`src/rtl/la_arb_pkg.sv`:
```
package la_arb_pkg;
  localparam logic [31:0] LFSR_TAPS = 32'h0040_0007;

  function automatic logic [31:0] lfsr_step(input logic [31:0] s);
    return {s[30:0], 1'b0} ^ (s[31] ? LFSR_TAPS : 32'h0);
  endfunction
endpackage

```
`src/rtl/la_lfsr.sv`:
```
module la_lfsr #(
  parameter logic [31:0] SEED = 32'h5EED_1234
) (
  input  logic        clk,
  input  logic        init,
  input  logic        adv,
  output logic [31:0] value
);
  import la_arb_pkg::*;

  always_ff @(posedge clk) begin
    if (init)     value <= SEED;
    else if (adv) value <= lfsr_step(value);
  end
endmodule

```
`src/rtl/la_scale.sv`:
```
module la_scale #(
  parameter int W = 6
) (
  input  logic [31:0]  rnd,
  input  logic [W-1:0] span,
  output logic [W-1:0] pick
);
  logic [31+W:0] prod;

  always_comb begin
    prod = {{W{1'b0}}, rnd} * {32'b0, span};
    pick = prod[32 +: W];
  end
endmodule

```
`src/rtl/la_credit_table.sv`:
```
module la_credit_table #(
  parameter int N_PORTS = 4,
  parameter int K_MAX   = 8,
  localparam int DEPTH  = N_PORTS * K_MAX,
  localparam int PW     = (N_PORTS > 1) ? $clog2(N_PORTS) : 1,
  localparam int AW     = (DEPTH > 1) ? $clog2(DEPTH) : 1,
  localparam int SW     = $clog2(DEPTH + 1),
  localparam int CW     = $clog2(K_MAX + 1)
) (
  input  logic          clk,
  input  logic          init,
  input  logic          init_improved,
  input  logic          mode_q,
  input  logic          upd_en,
  input  logic          upd_busy,
  input  logic [PW-1:0] upd_port,
  input  logic [SW-1:0] upd_idx,
  input  logic [SW-1:0] rd_idx,
  output logic [PW-1:0] rd_port,
  output logic [SW-1:0] size
);
  logic [PW-1:0] owner [DEPTH];
  logic [CW-1:0] credit [N_PORTS];
  logic [CW-1:0] floor_v;
  logic [SW-1:0] last;
  logic          grow, shrink;

  always_comb begin
    floor_v = mode_q ? CW'(1) : CW'(0);
    last    = size - SW'(1);
    grow    = upd_en &&  upd_busy && (credit[upd_port] < CW'(K_MAX));
    shrink  = upd_en && !upd_busy && (credit[upd_port] > floor_v);
    rd_port = owner[rd_idx[AW-1:0]];
  end

  always_ff @(posedge clk) begin
    if (init) begin
      for (int i = 0; i < DEPTH; i++)
        owner[i] <= (init_improved && i < N_PORTS) ? PW'(i) : '0;
      for (int p = 0; p < N_PORTS; p++)
        credit[p] <= init_improved ? CW'(1) : CW'(0);
      size <= init_improved ? SW'(N_PORTS) : '0;
    end else if (grow) begin
      owner[size[AW-1:0]] <= upd_port;
      size                <= size + SW'(1);
      credit[upd_port]    <= credit[upd_port] + CW'(1);
    end else if (shrink) begin
      owner[upd_idx[AW-1:0]] <= owner[last[AW-1:0]];
      size                   <= last;
      credit[upd_port]       <= credit[upd_port] - CW'(1);
    end
  end
endmodule

```
`src/rtl/la_bus_arbiter.sv`:
```
module la_bus_arbiter #(
  parameter int          N_PORTS = 4,
  parameter int          K_MAX   = 8,
  parameter logic [31:0] SEED    = 32'h5EED_1234,
  localparam int DEPTH = N_PORTS * K_MAX,
  localparam int PW    = (N_PORTS > 1) ? $clog2(N_PORTS) : 1,
  localparam int SW    = $clog2(DEPTH + 1)
) (
  input  logic          clk,
  input  logic          rst,
  input  logic          reinit,
  input  logic          mode_improved,
  input  logic          slot_start,
  input  logic          bus_busy,
  output logic          grant_valid,
  output logic [PW-1:0] grant_port
);
  logic          init, accept, mode_q;
  logic [31:0]   rnd;
  logic [SW-1:0] size, idx_tab, idx_all, idx_q;
  logic [PW-1:0] tab_port, pick_port;

  assign init   = rst || reinit;
  assign accept = slot_start && !grant_valid && !init;

  la_lfsr #(.SEED(SEED)) u_lfsr (
    .clk(clk), .init(init), .adv(accept), .value(rnd)
  );

  la_scale #(.W(SW)) u_scale_tab (.rnd(rnd), .span(size), .pick(idx_tab));
  la_scale #(.W(SW)) u_scale_all (.rnd(rnd), .span(SW'(N_PORTS)), .pick(idx_all));

  la_credit_table #(.N_PORTS(N_PORTS), .K_MAX(K_MAX)) u_table (
    .clk(clk), .init(init), .init_improved(mode_improved), .mode_q(mode_q),
    .upd_en(grant_valid && !init), .upd_busy(bus_busy),
    .upd_port(grant_port), .upd_idx(idx_q),
    .rd_idx(idx_tab), .rd_port(tab_port), .size(size)
  );

  assign pick_port = (size == '0) ? idx_all[PW-1:0] : tab_port;

  always_ff @(posedge clk) begin
    if (init) begin
      mode_q      <= mode_improved;
      grant_valid <= 1'b0;
      grant_port  <= '0;
      idx_q       <= '0;
    end else begin
      grant_valid <= accept;
      if (accept) begin
        grant_port <= pick_port;
        idx_q      <= idx_tab;
      end
    end
  end
endmodule

```
`config.mk`:
```
export PLATFORM = sky130hd
export DESIGN_NAME = la_bus_arbiter
export DESIGN_NICKNAME = d
export VERILOG_FILES = /design/src/rtl/la_arb_pkg.sv /design/src/rtl/la_lfsr.sv /design/src/rtl/la_scale.sv /design/src/rtl/la_credit_table.sv /design/src/rtl/la_bus_arbiter.sv
export SDC_FILE = /design/constraint.sdc
export NUM_CORES = 1
export LEC_CHECK = 0
export BUFFER_PORTS_ARGS = -buffer_cell sky130_fd_sc_hd__buf_2
export CORE_UTILIZATION = 40
export DETAILED_ROUTE_END_ITERATION = 16
export GPL_ROUTABILITY_DRIVEN = 0
export HOLD_SLACK_MARGIN = 0.08
export PLACE_DENSITY_LB_ADDON = 0.12
export SETUP_SLACK_MARGIN = 0.15
export SYNTH_ARGS = -nofsm -noshare
export SYNTH_HDL_FRONTEND = slang
export SYNTH_SLANG_ARGS = --single-unit
```
`constraint.sdc`:
```
create_clock -name clk -period 14.4 [get_ports clk]
set_clock_uncertainty 0.05 [all_clocks]
set_input_delay 2.88 -clock clk [delete_from_list [all_inputs] [get_ports clk]]
set_output_delay 2.88 -clock clk [all_outputs]
set_load 0.03 [all_outputs]
```
==> key figures, run 1 <==
Status
  • Outcome: finished, final reports clean

Global routing
  • Total Routing Usage GR: approximately a fifth
  • Initial antenna violation count: 0
  • Vias in the first global route: 8859
  • GRT overflow: 0
  • Global-route wire length before repair: roughly 50000 um
  • Largest net degree at the start of global routing: 54

Clocking
  • Clk slew on worst S/H paths: about 0.060 ns
  • Post_cts resized: 0
  • H-tree depth: 4
  • Clock Root Buffer: clkbuf_16
  • Num CTS Buffers: 17
  • Post-CTS Setup Inserts: 0
  • TritonCTS clock tree: yes
  • Sinks on the clock net: about 130
  • Clock Latency Late Sink: between 0.4 and 0.5 ns
  • Clk buf depth: 2
  • Hold_buf cts: 0

Die
  • Initial Utilization: just over 40%
  • Die area: 0.0307 mm2
  • Core area: 0.0296 mm2
  • Die width: 175 um
  • I/O pin cnt: 9
  • DIE HEIGHT: around 180 um
  • Row cnt: 63

Logic synthesis
  • Simple-gate share of the synthesized area: about 21%
  • Ys async rst share: 0%
  • Number of synthesized flops with an enable pin: between 80 and 90
  • Syn avg cell area: between 9 and 10 um2
  • Adder-cell share of the synthesized area: 25.0%
  • Register area share after synthesis: roughly 29%
  • Synth unique cells: between 60 and 70
  • YS warnings: 0
  • Top cells by area, synth: edfxtp_1 (22%), fa_1 (20%), and2_1 (8.0%)
  • Synthesis-stage register bit count: between 100 and 150
  • Share of the synthesized area in the top cell type: 21.8%
  • Main combinational cell family by area after synthesis: adder cells
  • Synth Flop Type: edfxtp_1
  • Mux cell area share after synthesis: a little under a tenth
  • Gate Count Post-Synth: roughly 1300
  • Mapped Area: ~0.012 mm2
  • Post-synth top area cell: edfxtp_1
  • Area share of xor/xnor cells in the synthesized design: between 1 and 1.5%
  • Syn Nets: about 1400
  • Synth Area in Compound Gates: under 10%

Timing
  • Final period utilization: 43.7%
  • Slew headroom: around 30%
  • Final setup vio count: 0
  • Max-slew violations: 0
  • Hold slack: 0.429 ns
  • RSZ-0062 raised after global routing: no
  • Max Clk Rate: about 160 MHz
  • Final hold violation count: 0
  • Final Critical Period: 6.30 ns
  • Setup TNS Final: 0 ns
  • Slew @ Worst Pin: 1.06 ns

Setup path
  • Register-to-register path setup slack: 8.10 ns
  • Worst Path Max Fanout: 25
  • CP required: ~15 ns
  • Critical path class: reg2reg
  • FF-to-FF path depth: 18
  • Type of destination of the critical path: register
  • Critical Path AT: 6.55 ns
  • Startpoint Class: register
  • Worst r2r src: u_table.size[1]

Placement
  • Port bufs: 8
  • DP HPWL: a little over 20000 um

Cells and area
  • Sequential Area: 0.00345 mm2
  • Fraction of layout cells with a size suffix above 1: under 10%
  • Area grow syn2layout: 8.61%
  • Final Core Density: between 40% and 50%
  • Nets: 1400
  • Fillcell total: around 3000
  • Footprint of the multi-input gates: ~0.0077 mm2
  • Antenna cells: 0

Routing
  • Via/cell ratio: 5.22
  • Routed Antenna Nets: 0
  • Routed wire length: approximately 30000 um
  • Wire length per cell: roughly 18 um
  • DR DRC count: 0
  • Vias: between 8000 and 9000
  • Detailed Route Iter0 Violations: about 380
  • First-pass DRT Iterations: 7

Power
  • Static leakage: 5.61 nW
  • Pwr dens: roughly 130 mW/mm2
  • VDD IR max: ~0.000089 V

Min path
  • Hold path start: idx_q[2]
  • Hold EP: idx_q[2]
  • Hold crit path type: reg2reg
  • Cell depth of the worst hold path: 2

Run
  • MaxCap Viol Count: 0
[cells by family after synthesis]
logic type      count (synthesis)
simple gates                  492
mux                            67
buf+inv                       240
fa+ha+maj                     168
compound gates                140
flops                         129
xor+xnor                       19
[area by class of cell]
type | count | area share (%)
clock inverters | 14 | 1.55
flip-flops and latches | 129 | 26.5
clock buffers | 18 | 3.29
repair buffers | 26 | 1.34
well taps | 390 | 3.74
inverters | 166 | 4.78
multi-input cells | 886 | 58.8
[state kept, by name, summed over array words and instances (netlist names), named ones only]
name / count
grant_port: 2
grant_valid: 1
idx_q: 5
mode_q: 1
u_lfsr.value: 32
u_table.credit: 16
u_table.owner: 64
u_table.size: 6
[per-layer routing]
layer	vias to the layer above	track usage [%]	routed length (um)
met5	-	0	0
met4	0	5.33	476
met3	31	2.34	647
met2	136	34.8	14400
met1	4262	28.5	14100
li1	4079	-	-
[layout by cell type (no fill, tap or decap), types with 7 or more instances in the layout]
cell type  count
fa_1         120
nand2_1      153
buf_4         18
inv_1        165
xor2_1         7
nor2_1        62
a21o_1        12
o211ai_1       7
mux2i_1       29
clkbuf_16     17
xnor2_1       10
nand3_1       28
nand2b_1      16
edfxtp_1      87
dfxtp_1       42
a21oi_1       45
a211oi_1       9
and2_1       153
o21ai_0       29
buf_2          8
mux4_2        30
nor3_1        44
or3_1          7
ha_1          48
[metrics by stage]
stage	instance area, um2	power [mW]	instances	setup WS, ns
finish	13000	1.73	1629	8.10
global route	13000	1.86	1629	7.67
CTS	13000	1.75	1629	8.06
detailed placement	12400	1.26	1597	8.09
global placement	12400	1.26	1597	8.11
floorplan	12000	1.07	1255	8.77
[synthesized netlist by cell type (all sizes together) (2+ instances only)]
cell	n
inv	166
and2	153
nand2	153
fa	120
edfxtp	87
nor2	63
clkbuf	57
ha	48
a21oi	47
nor3	45
dfxtp	42
mux4	33
o21ai	33
mux2i	30
nand3	28
buf	17
nand2b	16
a21o	12
a211oi	11
xnor2	11
xor2	8
o211ai	7
or3	7
nand4	5
mux2	4
nor4	4
o22ai	4
or2	4
a31oi	3
and3	3
nor2b	3
a211o	2
a21boi	2
a22oi	2
a41oi	2
nand3b	2
nor3b	2
o221ai	2
o31ai	2
[worst max path at each step]
stage	from	to	cells past startpoint
floorplan	u_table.size[0]	register	20
global placement	u_table.size[1]	register	19
detailed placement	u_table.size[1]	grant_port[0]	19
CTS	u_table.size[1]	grant_port[0]	19
global route	u_table.size[1]	register	18
finish	u_table.size[1]	register	18
[report_power, final]
part	internal (mW)	switching [mW]	leakage [nW]	total, mW
clock network	0.294	0.189	0.306	0.483
logic	0.346	0.454	4.00	0.800
registers	0.415	0.0305	1.30	0.446
total	1.05	0.674	5.61	1.73
[critical path: stages, from the launching register on]
cell and delay (ns):
edfxtp_1 0.97, buf_4 0.39, nand2_1 0.11, fa_1 0.50
fa_1 0.50, fa_1 0.50, inv_1 0.04, ha_1 0.31
a21oi_1 0.17, o21ai_0 0.12, a21o_1 0.22, nand4b_1 0.17
o22ai_1 0.31, xor2_2 0.16, buf_4 0.34, mux4_1 0.59
mux4_1 0.52, nand2b_1 0.10, a21oi_1 0.08
Power figures use the tool's default switching activity.
==> run 2, diff against run 1 <==
clock period = 5.6 ns   (was 14.4 ns; I/O delays follow)
==> key figures, run 2 (synthesis gave the netlist of run 1 again) <==
Placement
  • Port bufs: 8 (unchanged)
  • DP HPWL: 22100 um (was 20800 um)
  • Placed Instances: 1631 (was 1597)

Routing
  • Detailed Route Iter0 Violations: 453 (was 382)
  • Routed wire length: 30600 um (was 29600 um)
  • Via/cell ratio: 5.23 (was 5.22)
  • Wire length per cell: 18.1 um (was 18.2 um)
  • DR DRC count: 0 (unchanged)
  • First-pass DRT Iterations: 5 (was 7)
  • Routed Antenna Nets: 0 (unchanged)
  • Vias: 8845 (was 8508)

Clocking
  • Clock Root Buffer: clkbuf_16 (unchanged)
  • Clk buf depth: 2 (unchanged)
  • Clk slew on worst S/H paths: 0.07 ns (was 0.06 ns)
  • TritonCTS clock tree: yes (unchanged)
  • Hold_buf cts: 0 (unchanged)
  • Num CTS Buffers: 17 (unchanged)
  • Clock Latency Late Sink: 0.43 ns (about the same)
  • Sinks on the clock net: 129 (unchanged)
  • H-tree depth: 4 (unchanged)

Cells and area
  • Most common cell after layout, fill and taps aside: inv_1 (unchanged)
  • Commonest cells after routing, fill and taps aside: inv_1 (154), nand2_1 (152), and2_1 (146) (was inv_1 (165), and2_1 (153), nand2_1 (153))
  • Fraction of layout cells with a size suffix above 1: 18.2% (was 8.72%)
  • Non-filler cells, final: 1692 (was 1629)
  • Fillcell total: 2764 (was 2919)
  • Nets: 1463 (was 1400)
  • Footprint of the multi-input gates: 0.00802 mm2 (was 0.00767 mm2)
  • Sequential Area: 0.00345 mm2 (unchanged)
  • Largest Register: u_table.owner (unchanged)
  • Area grow syn2layout: 17.2% (was 8.61%)
  • Antenna cells: 0 (unchanged)
  • Final Core Density: 47.6% (was 44.1%)
  • Largest regs: u_table.owner: 64 flops, u_lfsr.value: 32 flops, u_table.credit: 16 flops (unchanged)
  • Largest register FFs: 64 (unchanged)

Power
  • VDD IR max: 0.000235 V (was 0.0000890 V)
  • Pwr dens: 368 mW/mm2 (was 133 mW/mm2)
  • Static leakage: 5.98 nW (was 5.61 nW)
  • Pwr Total: 5.18 mW (was 1.73 mW)

Global routing
  • Largest net degree at the start of global routing: 55 (was 54)
  • Initial antenna violation count: 0 (unchanged)
  • Global-route wire length before repair: 49600 um (was 49400 um)
  • Vias in the first global route: 9247 (was 8859)
  • GRT overflow: 0 (unchanged)
  • Total Routing Usage GR: 20.8% (was 20.7%)

Timing
  • Final hold violation count: 0 (unchanged)
  • RSZ-0062 raised after global routing: yes (was no)
  • Final period utilization: 97.1% (was 43.7%)
  • Slew @ Worst Pin: 0.969 ns (was 1.06 ns)
  • Max-slew violations: 0 (unchanged)
  • Final setup vio count: 0 (unchanged)
  • Hold slack: 0.425 ns (was 0.429 ns)
  • Slew headroom: 35.4% (was 29.5%)
  • Setup TNS Final: 0 ns (unchanged)
  • Final Critical Period: 5.44 ns (was 6.30 ns)
  • Max Clk Rate: 184 MHz (was 159 MHz)

Setup path
  • Critical Path AT: 5.70 ns (was 6.55 ns)
  • Critical path class: reg2reg (unchanged)
  • Startpoint Class: register (unchanged)
  • Type of destination of the critical path: register (unchanged)
  • Worst Path Max Fanout: 6 (was 25)
  • CP required: 5.87 ns (was 14.65 ns)

Die
  • Core area: 0.0296 mm2 (unchanged)
  • Die width: 175 um (unchanged)
  • Row cnt: 63 (unchanged)
  • Die area: 0.0307 mm2 (unchanged)
  • Initial Utilization: 40.6% (unchanged)
  • I/O pin cnt: 9 (unchanged)
  • DIE HEIGHT: 175 um (unchanged)

Min path
  • Hold crit path type: reg2reg (unchanged)

Run
  • MaxCap Viol Count: 0 (unchanged)

Status
  • Outcome: finished, final reports clean (unchanged)
-- run 2: path summary, 6_finish.rpt --
path / to / slack (ns) / startpoint / cells past startpoint
hold / removal: idx_q[3] / 0.43 / idx_q[3] / 2
hold reg to reg: idx_q[3] / 0.43 / idx_q[3] / 2
setup / recovery: register / 0.16 / u_table.size[1] / 20
setup reg to reg: register / 0.16 / u_table.size[1] / 20
-- run 2: report_power, final --
group | switching (mW) | internal, mW | leakage, nW
combinational | 1.42 | 1.38 | 4.37
clock | 0.489 | 0.761 | 0.315
sequential | 0.0579 | 1.07 | 1.30
-- run 2: worst max-delay path, stage by stage, from the launching register on --
cell and delay [ns]:
edfxtp_1 0.43, buf_6 0.15, buf_12 0.12, buf_12 0.12, and2_1 0.15, fa_1 0.46
fa_1 0.56, inv_2 0.05, fa_1 0.52, inv_2 0.05, ha_4 0.24, a211o_1 0.30
o2111ai_2 0.08, a31oi_1 0.11, a41o_1 0.25, a211oi_2 0.29, xnor2_2 0.22, mux4_2 0.55
mux2_4 0.30, a211oi_4 0.22, a21oi_2 0.09
-- run 2: cell type report --
class,instances,share of cell area (%)
repair buffers,89,6.00
well taps,390,3.47
clock inverters,15,1.56
flip-flops and latches,129,24.5
inverters,166,4.43
multi-input cells,886,57.0
clock buffers,17,3.02
-- run 2: metrics by stage --
stage               setup WS [ns]  area (um2)
detailed placement         0.0529       12800
global route             -0.00409       14100
floorplan                   0.165       12100
finish                      0.160       14100
global placement           0.0620       12800
CTS                         0.153       13600
-- run 2: timing repair --
item,CTS,global route
pin swaps,10,56
cloned,1,2
resized for setup,17,73
buffers inserted,9,17
endpoints found under the setup margin,4,4
-- run 2: per-layer routing --
metal  vias to the layer above  GRT usage (%)  wire [um]
li1                       4215              -          -
met1                      4459           26.7      13500
met2                       140           36.7      15700
met3                        31           2.90        941
met4                         0           5.40        457
met5                         -              0          0
==> run 3, diff against run 2 <==
CORE_UTILIZATION = 42   (was 40)
==> key figures, run 3 (synthesis gave the netlist of run 1 again) <==
Timing
  • Slew headroom: 29.1% (was 35.4%)
  • Hold slack: 0.429 ns (was 0.425 ns)
  • Final Critical Period: 5.45 ns (was 5.44 ns)
  • Max-slew violations: 0 (unchanged)
  • Final hold violation count: 0 (unchanged)
  • RSZ-0062 raised after global routing: yes (unchanged)
  • Max Clk Rate: 183 MHz (was 184 MHz)
  • Final period utilization: 97.3% (was 97.1%)
  • Slew @ Worst Pin: 1.06 ns (was 0.969 ns)
  • Final worst slack: 0.149 ns (was 0.160 ns)
  • Setup TNS Final: 0 ns (unchanged)
  • Final setup vio count: 0 (unchanged)

Min path
  • Cell depth of the worst hold path: 2 (unchanged)
  • Hold crit path type: reg2reg (unchanged)

Cells and area
  • Area grow syn2layout: 18.4% (was 17.2%)
  • Fraction of layout cells with a size suffix above 1: 19.2% (was 18.2%)
  • Antenna cells: 0 (unchanged)
  • Largest Register: u_table.owner (unchanged)
  • Largest regs: u_table.owner: 64 flops, u_lfsr.value: 32 flops, u_table.credit: 16 flops (unchanged)
  • Non-filler cells, final: 1688 (was 1692)
  • Largest register FFs: 64 (unchanged)
  • Nets: 1471 (was 1463)
  • Fin area: 0.0142 mm2 (was 0.0141 mm2)
  • Commonest cells after routing, fill and taps aside: inv_1 (155), nand2_1 (152), and2_1 (143) (was inv_1 (154), nand2_1 (152), and2_1 (146))
  • Most common cell after layout, fill and taps aside: inv_1 (unchanged)
  • Final Core Density: 50.9% (was 47.6%)

Placement
  • Placed cell areas: 0.0128 mm2 (about the same)
  • Port bufs: 8 (unchanged)
  • Setup WS pre-CTS: -0.134 ns (was 0.0529 ns)
  • Placed Instances: 1619 (was 1631)
  • DP HPWL: 22100 um (about the same)

Die
  • Die width: 171 um (was 175 um)
  • Initial Utilization: 43.0% (was 40.6%)
  • Row cnt: 61 (was 63)
  • Die area: 0.0293 mm2 (was 0.0307 mm2)
  • I/O pin cnt: 9 (unchanged)
  • DIE HEIGHT: 171 um (was 175 um)
  • Core area: 0.0279 mm2 (was 0.0296 mm2)

Routing
  • Detailed Route Iter0 Violations: 489 (was 453)
  • DR DRC count: 0 (unchanged)
  • Routed wire length: 30900 um (was 30600 um)
  • Routed Antenna Nets: 0 (unchanged)
  • Via/cell ratio: 5.30 (was 5.23)
  • Wire length per cell: 18.3 um (was 18.1 um)
  • First-pass DRT Iterations: 5 (unchanged)
  • Vias: 8940 (was 8845)

Setup path
  • Startpoint Class: register (unchanged)
  • Type of destination of the critical path: register (unchanged)
  • Critical Path AT: 5.72 ns (was 5.70 ns)
  • CP required: 5.87 ns (about the same)
  • Worst Path Max Fanout: 6 (unchanged)
  • Critical path class: reg2reg (unchanged)
  • FF-to-FF path depth: 23 (was 20)

Clocking
  • Hold_buf cts: 0 (unchanged)
  • Clock Root Buffer: clkbuf_16 (unchanged)
  • Sinks on the clock net: 129 (unchanged)
  • Clk slew on worst S/H paths: 0.07 ns (about the same)
  • TritonCTS clock tree: yes (unchanged)
  • Clock Latency Late Sink: 0.44 ns (was 0.43 ns)
  • Num CTS Buffers: 17 (unchanged)
  • H-tree depth: 4 (unchanged)
  • Clk buf depth: 2 (unchanged)

Power
  • VDD IR max: 0.000205 V (was 0.000235 V)
  • Pwr dens: 372 mW/mm2 (was 368 mW/mm2)
  • Static leakage: 6.08 nW (was 5.98 nW)
  • Pwr Total: 5.28 mW (was 5.18 mW)

Global routing
  • Vias in the first global route: 9361 (was 9247)
  • Global-route wire length before repair: 50900 um (was 49600 um)
  • Initial antenna violation count: 0 (unchanged)
  • GRT overflow: 0 (unchanged)
  • Largest net degree at the start of global routing: 41 (was 55)
  • Total Routing Usage GR: 22.8% (was 20.8%)

Run
  • MaxCap Viol Count: 0 (unchanged)

Status
  • Outcome: finished, final reports clean (unchanged)
run 3: cell count changes in the layout (fill, tap and decap cells not counted), sizes merged:
cell,before,now
buf,89,94
bufinv,4,1
bufbuf,0,2
clkinv,3,5
clkbuf,17,18
inv,173,174
run 3: routing by layer:
| metal | GRT usage (%) | share of wire, % | wire length, um | vias up |
|---|---|---|---|---|
| met5 | 0 | 0 | 0 | - |
| met4 | 7.84 | 2.6 | 816 | 0 |
| met3 | 2.85 | 3.1 | 952 | 44 |
| met2 | 39.1 | 50 | 15300 | 155 |
| met1 | 29.6 | 45 | 13800 | 4508 |
| li1 | - | - | - | 4233 |
run 3: path summary, 6_finish.rpt:
| check | endpoint | slack (ns) | startpoint |
|---|---|---|---|
| max | grant_port[1] | 0.15 | u_table.size[0] |
| min | idx_q[3] | 0.43 | idx_q[3] |
| max reg2reg | grant_port[1] | 0.15 | u_table.size[0] |
| min reg2reg | idx_q[3] | 0.43 | idx_q[3] |
run 3: area by class of cell:
class	instances	area, um2
well taps	378	473
fillers	2589	13700
repair buffers	97	948
clock buffers	17	425
inverters	166	623
multi-input cells	886	8110
clock inverters	15	186
flip-flops and latches	129	3450
run 3: what timing repair did:
item	CTS	global route
pin swaps	50	26
gates cloned	4	1
gates resized for setup	72	35
endpoints found under the setup margin	4	4
hold endpoints to repair	0	0
setup buffers	28	4
run 3: worst max-delay path, cell delays in order, from the launching register on:
cell and delay, ns:
edfxtp_1 0.41, buf_6 0.16, buf_8 0.13, buf_6 0.12, and2_4 0.15, fa_1 0.47
fa_1 0.57, inv_2 0.04, fa_1 0.53, inv_2 0.05, ha_4 0.27, and4_4 0.20
and3_4 0.19, o31ai_4 0.07, a21oi_2 0.16, o22ai_2 0.12, xor2_2 0.18, buf_6 0.14
buf_12 0.13, buf_12 0.11, mux4_2 0.48, mux2i_1 0.20, o211ai_1 0.10, o31a_1 0.30
run 3: where the power goes:
part | switching [mW] | total, mW | internal [mW]
registers | 0.0543 | 1.12 | 1.07
clock network | 0.538 | 1.18 | 0.643
logic | 1.49 | 2.98 | 1.49
total | 2.08 | 5.28 | 3.20
